## src/rtl/fic_pkg.sv

```systemverilog
package fic_pkg;
  localparam int REG_W = 16;

  localparam logic [15:0] ADDR_CMD  = 16'hF220;
  localparam logic [15:0] ADDR_CFG1 = 16'hF221;
  localparam logic [15:0] ADDR_CFG2 = 16'hF222;
  localparam logic [15:0] ADDR_STAT = 16'hF240;
  localparam logic [15:0] ADDR_INT  = 16'hF241;

  localparam int INT_MASTER = 15;
  localparam int INT_LOAD   = 7;
  localparam int INT_PROG   = 6;
  localparam int INT_ERASE  = 5;
  localparam int INT_RST    = 4;

  localparam int ST_CMD   = 10;
  localparam int ST_ERASE = 11;
  localparam int ST_PROG  = 12;
  localparam int ST_LOAD  = 13;

  localparam int CFG1_POL = 6;
  localparam int CFG1_RDY = 7;

  localparam logic [REG_W-1:0] CFG1_INIT   = 16'h40C0;
  localparam logic [REG_W-1:0] CFG1_RDMASK = 16'hFFE0;
  localparam logic [REG_W-1:0] INT_COLD    = 16'h8080;
  localparam logic [REG_W-1:0] INT_WARM    = 16'h8010;

  typedef enum logic [1:0] {CK_UNKNOWN, CK_ENGINE, CK_RESET} cmd_kind_e;

  function automatic cmd_kind_e classify(input logic [REG_W-1:0] c);
    case (c)
      16'h0000, 16'h0013, 16'h0080, 16'h001A, 16'h001B,
      16'h0023, 16'h0027, 16'h002A, 16'h002C, 16'h0071,
      16'h0094, 16'h0095, 16'h00B0, 16'h0030, 16'h0065: classify = CK_ENGINE;
      16'h00F0, 16'h00F3:                               classify = CK_RESET;
      default:                                          classify = CK_UNKNOWN;
    endcase
  endfunction
endpackage

```

## src/rtl/fic_cmd_gate.sv

```systemverilog
module fic_cmd_gate
  import fic_pkg::*;
#(
  parameter int DW = REG_W
) (
  input  logic          clk,
  input  logic          rst_n,
  input  logic          wr_cmd,
  input  logic [DW-1:0] wdata,
  input  logic          master,
  output logic [DW-1:0] cmd_q,
  output logic          start_q,
  output logic          bad,
  output logic          warm
);
  cmd_kind_e    kind;
  logic         accept;
  logic [DW-1:0] cmd_n;
  logic         start_n;

  always_comb begin
    kind    = classify(wdata);
    accept  = wr_cmd && !master;
    bad     = accept && (kind == CK_UNKNOWN);
    warm    = accept && (kind == CK_RESET);
    start_n = accept && (kind == CK_ENGINE);
    cmd_n   = cmd_q;
    if (warm)        cmd_n = '0;
    else if (accept) cmd_n = wdata;
  end

  always_ff @(posedge clk or negedge rst_n) begin
    if (!rst_n) begin
      cmd_q   <= '0;
      start_q <= 1'b0;
    end else begin
      cmd_q   <= cmd_n;
      start_q <= start_n;
    end
  end

  p_blocked_r7: assert property (@(posedge clk) disable iff (!rst_n)
    (wr_cmd && master) |=> (!start_q && $stable(cmd_q)));

  p_start_once_r8: assert property (@(posedge clk) disable iff (!rst_n)
    start_q |=> !start_q || $past(start_n));
endmodule

```

## src/rtl/fic_cfg_regs.sv

```systemverilog
module fic_cfg_regs
  import fic_pkg::*;
#(
  parameter int DW = REG_W
) (
  input  logic          clk,
  input  logic          rst_n,
  input  logic          wr_cfg1,
  input  logic          wr_cfg2,
  input  logic [DW-1:0] wdata,
  input  logic          warm,
  output logic [DW-1:0] cfg1_q,
  output logic [DW-1:0] cfg2_q
);
  logic [DW-1:0] cfg1_n, cfg2_n;

  always_comb begin
    cfg1_n = cfg1_q;
    cfg2_n = cfg2_q;
    if (warm) begin
      cfg1_n = CFG1_INIT;
      cfg2_n = '0;
    end else begin
      if (wr_cfg1) cfg1_n = wdata;
      if (wr_cfg2) cfg2_n = wdata;
    end
  end

  always_ff @(posedge clk or negedge rst_n) begin
    if (!rst_n) begin
      cfg1_q <= CFG1_INIT;
      cfg2_q <= '0;
    end else begin
      cfg1_q <= cfg1_n;
      cfg2_q <= cfg2_n;
    end
  end

  p_cfg1_load_r6: assert property (@(posedge clk) disable iff (!rst_n)
    (wr_cfg1 && !warm) |=> (cfg1_q[CFG1_RDY] == $past(wdata[CFG1_RDY])));
endmodule

```

## src/rtl/fic_int_regs.sv

```systemverilog
module fic_int_regs
  import fic_pkg::*;
#(
  parameter int DW = REG_W
) (
  input  logic          clk,
  input  logic          rst_n,
  input  logic          wr_int,
  input  logic [DW-1:0] wdata,
  input  logic          warm,
  input  logic          bad,
  input  logic          ev_load,
  input  logic          ev_prog,
  input  logic          ev_erase,
  input  logic          ev_fail,
  output logic [DW-1:0] int_q,
  output logic [DW-1:0] stat_q
);
  localparam int NEV = 3;
  logic [NEV-1:0] ev_vec;
  logic [DW-1:0]  int_n, stat_n, int_set, stat_set;
  logic           ev_any;

  localparam int DONE_BIT [NEV] = '{INT_LOAD, INT_PROG, INT_ERASE};
  localparam int ERR_BIT  [NEV] = '{ST_LOAD, ST_PROG, ST_ERASE};

  assign ev_vec = {ev_erase, ev_prog, ev_load};
  assign ev_any = |ev_vec;

  always_comb begin
    int_set  = '0;
    stat_set = '0;
    for (int i = 0; i < NEV; i++) begin
      if (ev_vec[i]) begin
        int_set[DONE_BIT[i]]   = 1'b1;
        int_set[INT_MASTER]    = 1'b1;
        if (ev_fail) begin
          stat_set[ERR_BIT[i]] = 1'b1;
          stat_set[ST_CMD]     = 1'b1;
        end
      end
    end
  end

  always_comb begin
    int_n  = int_q;
    stat_n = stat_q;
    if (warm) begin
      int_n  = INT_WARM;
      stat_n = '0;
    end else if (bad) begin
      int_n[INT_MASTER] = 1'b1;
      stat_n[ST_CMD]    = 1'b1;
    end else if (wr_int) begin
      int_n = int_q & wdata;
      if (!int_n[INT_MASTER]) stat_n[ST_LOAD:ST_CMD] = '0;
    end
    int_n  = int_n | int_set;
    stat_n = stat_n | stat_set;
  end

  always_ff @(posedge clk or negedge rst_n) begin
    if (!rst_n) begin
      int_q  <= INT_COLD;
      stat_q <= '0;
    end else begin
      int_q  <= int_n;
      stat_q <= stat_n;
    end
  end

  p_done_master_r2: assert property (@(posedge clk) disable iff (!rst_n)
    ev_any |=> int_q[INT_MASTER]);

  p_fail_cmd_err_r3: assert property (@(posedge clk) disable iff (!rst_n)
    (ev_any && ev_fail) |=> stat_q[ST_CMD]);

  p_err_wipe_r4: assert property (@(posedge clk) disable iff (!rst_n)
    (wr_int && !wdata[INT_MASTER] && !ev_any) |=>
      (!int_q[INT_MASTER] && stat_q[ST_LOAD:ST_CMD] == '0));

  p_unknown_r9: assert property (@(posedge clk) disable iff (!rst_n)
    bad |=> (stat_q[ST_CMD] && int_q[INT_MASTER]));

  p_warm_r10: assert property (@(posedge clk) disable iff (!rst_n)
    (warm && !ev_any) |=> (int_q == INT_WARM && stat_q == '0));
endmodule

```

## src/rtl/flash_intc_unit.sv

```systemverilog
module flash_intc_unit
  import fic_pkg::*;
#(
  parameter int DW = REG_W,
  parameter int AW = 16
) (
  input  logic          clk,
  input  logic          rst_n,
  input  logic          wr_en,
  input  logic [AW-1:0] wr_addr,
  input  logic [DW-1:0] wr_data,
  input  logic [AW-1:0] rd_addr,
  output logic [DW-1:0] rd_data,
  input  logic          ev_load,
  input  logic          ev_prog,
  input  logic          ev_erase,
  input  logic          ev_fail,
  output logic          cmd_start,
  output logic [DW-1:0] cmd_code,
  output logic          irq,
  output logic          rdy
);
  logic          wr_cmd, wr_cfg1, wr_cfg2, wr_int;
  logic          bad, warm;
  logic [DW-1:0] cfg1_q, cfg2_q, int_q, stat_q;

  assign wr_cmd  = wr_en && (wr_addr == AW'(ADDR_CMD));
  assign wr_cfg1 = wr_en && (wr_addr == AW'(ADDR_CFG1));
  assign wr_cfg2 = wr_en && (wr_addr == AW'(ADDR_CFG2));
  assign wr_int  = wr_en && (wr_addr == AW'(ADDR_INT));

  fic_cmd_gate #(.DW(DW)) u_gate (
    .clk(clk), .rst_n(rst_n), .wr_cmd(wr_cmd), .wdata(wr_data),
    .master(int_q[INT_MASTER]), .cmd_q(cmd_code), .start_q(cmd_start),
    .bad(bad), .warm(warm)
  );

  fic_cfg_regs #(.DW(DW)) u_cfg (
    .clk(clk), .rst_n(rst_n), .wr_cfg1(wr_cfg1), .wr_cfg2(wr_cfg2),
    .wdata(wr_data), .warm(warm), .cfg1_q(cfg1_q), .cfg2_q(cfg2_q)
  );

  fic_int_regs #(.DW(DW)) u_int (
    .clk(clk), .rst_n(rst_n), .wr_int(wr_int), .wdata(wr_data),
    .warm(warm), .bad(bad), .ev_load(ev_load), .ev_prog(ev_prog),
    .ev_erase(ev_erase), .ev_fail(ev_fail), .int_q(int_q), .stat_q(stat_q)
  );

  assign irq = int_q[INT_MASTER] ^ ~cfg1_q[CFG1_POL];
  assign rdy = cfg1_q[CFG1_RDY];

  always_comb begin
    rd_data = '0;
    if (rd_addr == AW'(ADDR_CMD))       rd_data = cmd_code;
    else if (rd_addr == AW'(ADDR_CFG1)) rd_data = cfg1_q & CFG1_RDMASK;
    else if (rd_addr == AW'(ADDR_CFG2)) rd_data = cfg2_q;
    else if (rd_addr == AW'(ADDR_STAT)) rd_data = stat_q;
    else if (rd_addr == AW'(ADDR_INT))  rd_data = int_q;
  end

  p_irq_follows_r5: assert property (@(posedge clk) disable iff (!rst_n)
    ($stable(cfg1_q) && $rose(int_q[INT_MASTER])) |-> (irq == cfg1_q[CFG1_POL]));
endmodule

```

## config.mk

```make
export PLATFORM = sky130hd
export DESIGN_NAME = flash_intc_unit
export DESIGN_NICKNAME = d
export VERILOG_FILES = /design/src/rtl/fic_pkg.sv /design/src/rtl/fic_cmd_gate.sv /design/src/rtl/fic_cfg_regs.sv /design/src/rtl/fic_int_regs.sv /design/src/rtl/flash_intc_unit.sv
export SDC_FILE = /design/constraint.sdc
export NUM_CORES = 1
export LEC_CHECK = 0
export BUFFER_PORTS_ARGS = -buffer_cell sky130_fd_sc_hd__buf_4
export CORE_MARGIN = 3
export CORE_UTILIZATION = 35
export CTS_CLUSTER_DIAMETER = 60
export DETAILED_ROUTE_END_ITERATION = 8
export GPL_ROUTABILITY_DRIVEN = 1
export HOLD_SLACK_MARGIN = 0.06
export RECOVER_POWER = 100
export SYNTH_ARGS = -nofsm -noshare
export SYNTH_HDL_FRONTEND = slang
export SYNTH_SLANG_ARGS = --single-unit
```

## constraint.sdc

```tcl
create_clock -name clk -period 8.97 [get_ports clk]
set_input_delay 2.691 -clock clk [delete_from_list [all_inputs] [get_ports clk]]
set_output_delay 2.691 -clock clk [all_outputs]
set_load 0.005 [all_outputs]
```

**Word-level counts from Yosys, hierarchy flattened**

Cells that the tools add are included.

- Equality and inequality tests: 27
- Muxes and demuxes: 35
- Bitwise gates (word level): 5
- Reduce and logical (&&, ||, !) cells: 16

Operators with widths:

| operator | number |
|---|---|
| $mux W16 | 13 |
| $eq A16 B16 Y1 const B | 9 |
| $eq A16 B8 Y1 const B | 6 |
| $eq A16 B6 Y1 const B | 5 |
| $eq A16 B5 Y1 const B | 3 |
| $eq A16 B7 Y1 const B | 2 |
| $and A16 B16 Y16 | 1 |
| $logic_not A16 Y1 | 1 |
| $or A16 B14 Y16 | 1 |
| $or A16 B16 Y16 | 1 |
| $mux W15 | 1 |
| $reduce_or A15 Y1 | 1 |
| $mux W1 | 12 |
| $mux W4 | 3 |
| $mux W10 | 1 |
| $logic_and A1 B1 Y1 | 8 |
| $mux W2 | 3 |
| $reduce_bool A2 Y1 | 3 |
| $pmux W2 S2 | 1 |
| $mux W3 | 1 |
| $eq A2 B1 Y1 const B | 1 |
| $eq A2 B2 Y1 const B | 1 |
| $logic_not A2 Y1 | 1 |
| $reduce_or A2 Y1 | 1 |
| 3 further kinds | 3 |

- Flip-flop bits (word level): 81
- Input bits: 55
- Output and inout port bits: 35
- Logic and storage cells: 89

**Depth between registers and ports, before layout**

- Depth in word-level cells: 8
- Gate-level depth with buffers: 7

**Hierarchy**

From an unflattened synthesis, not the netlist that was laid out.

- Cells, all modules: 364
- Area, all modules: 3996.3 µm²

Modules (own cells, without submodules):

| module | times used | cells each | area an instance (µm²) | seq. area each (µm²) |
|---|---|---|---|---|
| fic_cfg_regs | 1 | 103 | 1325.0 | 804.5 |
| fic_int_regs | 1 | 83 | 979.7 | 503.0 |
| fic_cmd_gate | 1 | 69 | 878.3 | 425.4 |
| flash_intc_unit | 1 | 109 | 813.3 | 0.0 |

**Least setup slack after synthesis**

OpenSTA, ideal clock, no wires.

- Kind: in2out
- Start point: in rd_addr[8]
- End point: out rd_data[10]
- Data arrival time: 4334 ps
- Required time: 6279 ps
- Setup slack: 1945 ps
- Stages: 6
- Buffers on the path: 1
- Path through: or4b_1 nor4b_2 and4b_1 clkbuf_1 a22oi_1 a221oi_1

- Longest elaborated chain between the ends: 6
- Elaborated cells between the ends (all ways): 10
- Classes of those cells: eq/ne: 5; mux: 5

RTL lines:

| what | RTL line | RTL |
|---|---|---|
| from (decl) | flash_intc_unit.sv:12 | `input logic [AW-1:0] rd_addr,` |
| $eq A16 B16 Y1 | flash_intc_unit.sv:58 | `else if (rd_addr == AW'(ADDR_INT)) rd_data = int_q;` |
| $mux W16 | flash_intc_unit.sv:58 |  |
| $mux W16 | flash_intc_unit.sv:57 | `else if (rd_addr == AW'(ADDR_STAT)) rd_data = stat_q;` |
| $mux W16 | flash_intc_unit.sv:56 | `else if (rd_addr == AW'(ADDR_CFG2)) rd_data = cfg2_q;` |
| $mux W16 | flash_intc_unit.sv:55 | `else if (rd_addr == AW'(ADDR_CFG1)) rd_data = cfg1_q & CFG1_RDMASK;` |
| $mux W16 * | flash_intc_unit.sv:54 | `if (rd_addr == AW'(ADDR_CMD)) rd_data = cmd_code;` |
| to (decl) | flash_intc_unit.sv:13 | `output logic [DW-1:0] rd_data,` |

Every way passes the cells marked *; elsewhere a longest branch is shown, timed or not.

**Worst setup path after layout**

Same ends and word-level chain as after synthesis.

==> impl_metrics.tcl <==
set metrics [dict create \
    number_of_register_bits_inferred_by_synthesis 64 \
    drtIter0Drc 166 \
    synth_cell_types 54 \
    library_cell_with_the_largest_summed_area_after_synthesis "dfrtp_1" \
    grt_usage_pct 18.90 \
    leakagePower_nw 2.026 \
    cp_max_fo 16 \
    synthXorXnorAreaFrac_pct 1.063 \
    syn_to_final_growth_pct 25.43 \
    worst_clock_skew_ns 0.004983 \
    aggregate_routed_wire_length_mm 9.602 \
    tritoncts_num_sinks 64 \
    detail-route-antenna-nets 0 \
    post_synth_and_or_nand_nor_area_fraction_pct 24.90 \
    worst_ep_arrival_time_ns 5.07 \
    core-area_um2 8934 \
    sequential_share_of_the_synthesized_area_pct 48.77 \
    cts_hold_buf 0 \
    drtPass1Iterations 6 \
    cts-root-to-sink-buffers 2 \
    floorplan.initialDensity_pct 36.90 \
    worst_setup_path_start_kind "input pin" \
    io_pins 90 \
    clock_buffers_created_by_tritoncts 9 \
    synth_adder_area_share_pct 0 \
    hold_crit_endpoint "u_cfg.cfg2_q[15]" \
    synth_top_cell_area_share_pct 44.78 \
    synth_top_family_by_area "simple AND/OR/NAND/NOR gates" \
    synth_area_leaders "dfrtp_1 45%, nand2_1 9.3%, mux2_2 4.4%" \
    synthArstFlopShare_pct 100.0 \
    maxCapViolations 2 \
    r2r-end "u_int.int_q[7]" \
    violations "capacitance limit, slew limit" \
    post-layout-total-power_uw 570.9 \
    criticalPathCategory "in -> out" \
    clk-insertion-delay-late_ns 0.34 \
    hold_depth 2 \
    cts_tree "done" \
    p_per_area_nw_per_um2 138.1 \
    overflow 0 \
    num_vias 2899 \
    setup_repair_after_global_routing_missed_its_margin "false" \
    yosys_warnings 0 \
    relSlewSlack_pct -126.7 \
    gp_congestion 0.8095 \
    postSynth.topFlopCell "dfrtp_1" \
    io_buffer_count 89 \
    worst-endpoint-required_ns 6.28 \
    synthesized_instance_count 335 \
    hold_fails_final_rpt 0 \
    detail_route.drc_violations 0 \
    worst_hold_path_type "reg -> reg" \
    setup_total_negative_slack_ns 0 \
    synth_area_um2 3297 \
    timing.final.crit_period_ns 7.762 \
    fp-row-count 34 \
    detailedPlacementHpwl_mm 6.630 \
    grt_pass1_wl_mm 15.12 \
    setup.reg_to_reg.worst_slack_ns 6.50 \
    synth_edf_count 0 \
    cts.repair_timing.setup_buffer_count 0 \
    report.final.setup_viol 0 \
    fin_nets 465 \
    grt_antenna_before_repair 0 \
    route.detailed.vias_per_inst 5.554 \
    maximum_number_of_pins_on_one_net_before_global_route_repair 65 \
    clk_pin_slew_ns 0.07 \
    holdCritStartpoint "u_cfg.cfg2_q[15]" \
    postSynthAreaPerCell_um2 9.842 \
    timing.rr.start "u_int.int_q[15]" \
    multiplexer_fraction_of_the_synthesized_cell_area_pct 5.655 \
    cts_root_buf "clkbuf_8" \
    drt-wirelength-per-cell_um 18.39 \
    final_max_slew_viol_count 101 \
    max_ir_drop_vdd_mv 0.07373 \
    r2r.worst_path.cells 5 \
    n_antenna_cell 0 \
    max_freq_ghz 0.1288 \
    syn-num-nets 390 \
    cts_repair_resize_count 0 \
    fin_crit_sh_pct 86.53 \
    worst_setup_path_end_kind "output port" \
    first_global_vias 2915 \
    die_y_um 103.1 \
    status "finished, violations left" \
    synth-compound-area-share_pct 15.90 \
    cts.htree.levels 3 \
    die_w_um 103.1 \
    timing_worst_slew_pin_value_ns 3.401 \
    die_area_um2 10620 \
    proportion_of_layout_cells_with_a_drive_suffix_above_1_pct 28.26 \
]
[registers in the layout (all words and copies together), names as in the netlist]
| signal | cells |
|---|---|
| u_int.stat_q | 4 |
| u_int.int_q | 16 |
| u_cfg.cfg1_q | 11 |
| u_gate.start_q | 1 |
| u_gate.cmd_q | 16 |
| u_cfg.cfg2_q | 16 |
[per-stage QoR]
stage	util (%)	std cells	worst slack, ns	cell area, µm²	hold WS, ns
after floorplan	-	335	1.945	3297	0.4555
after global placement	44.65	507	1.278	3989	0.4733
after detailed placement	44.65	507	1.248	3989	0.4817
after CTS	46.74	522	1.252	4175	0.4970
after global routing	46.29	522	1.053	4135	0.5204
final	46.29	522	1.208	4135	0.4935
[power by group]
group	internal [mW]	switching [mW]	leakage (nW)	total, mW
clock network	0.133	0.107	0.0989	0.240
registers	0.289	0.0000266	0.844	0.289
logic	0.0201	0.0218	1.08	0.0420
total	0.442	0.129	2.03	0.571
[worst max path at each step]
stage | from | to | slack, ns
6_report | rd_addr[8] | rd_data[10] | 1.21
5_1_grt | rd_addr[8] | rd_data[10] | 1.05
4_1_cts | rd_addr[8] | rd_data[10] | 1.25
3_5_place_dp | rd_addr[8] | rd_data[10] | 1.25
3_3_place_gp | rd_addr[8] | rd_data[10] | 1.28
2_1_floorplan | rd_addr[8] | rd_data[10] | 1.95
[critical path, stage by stage]
cell	delay, ns
clkbuf_4	0.10
or4b_1	0.56
nor4b_1	0.30
and3_1	0.72
a22oi_1	0.20
a221oi_1	0.33
buf_4	0.17
[cell type report]
cell class / instances / area, µm²
clock buffers: 11 / 141.4
fillers: 866 / 4798
repair buffers: 90 / 645.6
clock inverters: 4 / 45.04
well taps: 108 / 135.1
flip-flops and latches: 64 / 1608
multi-input cells: 244 / 1556
inverters: 1 / 3.754
[placed cells by master (no fill, tap or decap), types with 3 or more instances in the layout]
| master | n |
|---|---|
| a21oi_1 | 8 |
| a222oi_1 | 7 |
| a22o_1 | 9 |
| a22oi_1 | 12 |
| and3b_1 | 3 |
| buf_4 | 52 |
| clkbuf_1 | 9 |
| clkbuf_4 | 30 |
| clkbuf_8 | 10 |
| clkinv_2 | 3 |
| dfrtp_1 | 59 |
| dfstp_2 | 3 |
| mux2_2 | 13 |
| mux2i_1 | 4 |
| nand2_1 | 82 |
| nand2b_1 | 6 |
| nand3_1 | 11 |
| nand4_1 | 3 |
| nor2_1 | 8 |
| nor3_1 | 3 |
| nor4_1 | 8 |
| nor4b_1 | 3 |
| o211a_1 | 11 |
| o211ai_1 | 3 |
| o21ai_0 | 9 |
| or4_1 | 4 |
| xnor2_1 | 3 |
[layer usage]
| layer | wire length (µm) | GRT usage, % |
|---|---|---|
| met1 | 4177 | 25.03 |
| met2 | 4637 | 30.88 |
| met3 | 658 | 4.871 |
| met4 | 129 | 4.880 |
| met5 | 0 | 0 |
[synth_stat cells (8+ instances only)]
| cell type | n |
|---|---|
| clkbuf_1 | 21 |
| o21ai_0 | 9 |
| dfrtp_1 | 59 |
| nand3_1 | 11 |
| a21oi_1 | 8 |
| mux2_2 | 13 |
| a22o_1 | 9 |
| o211a_1 | 11 |
| a22oi_1 | 12 |
| nand2_1 | 82 |
| nor4_1 | 8 |
[logic make-up (layout without fill, tap and decap cells)]
family | after synthesis | after routing
buf+inv | 27 | 106
xor+xnor | 4 | 4
mux | 17 | 17
compound gates | 68 | 68
flops | 64 | 64
simple gates | 155 | 155
Note: power is estimated with default switching activity, not from simulation.
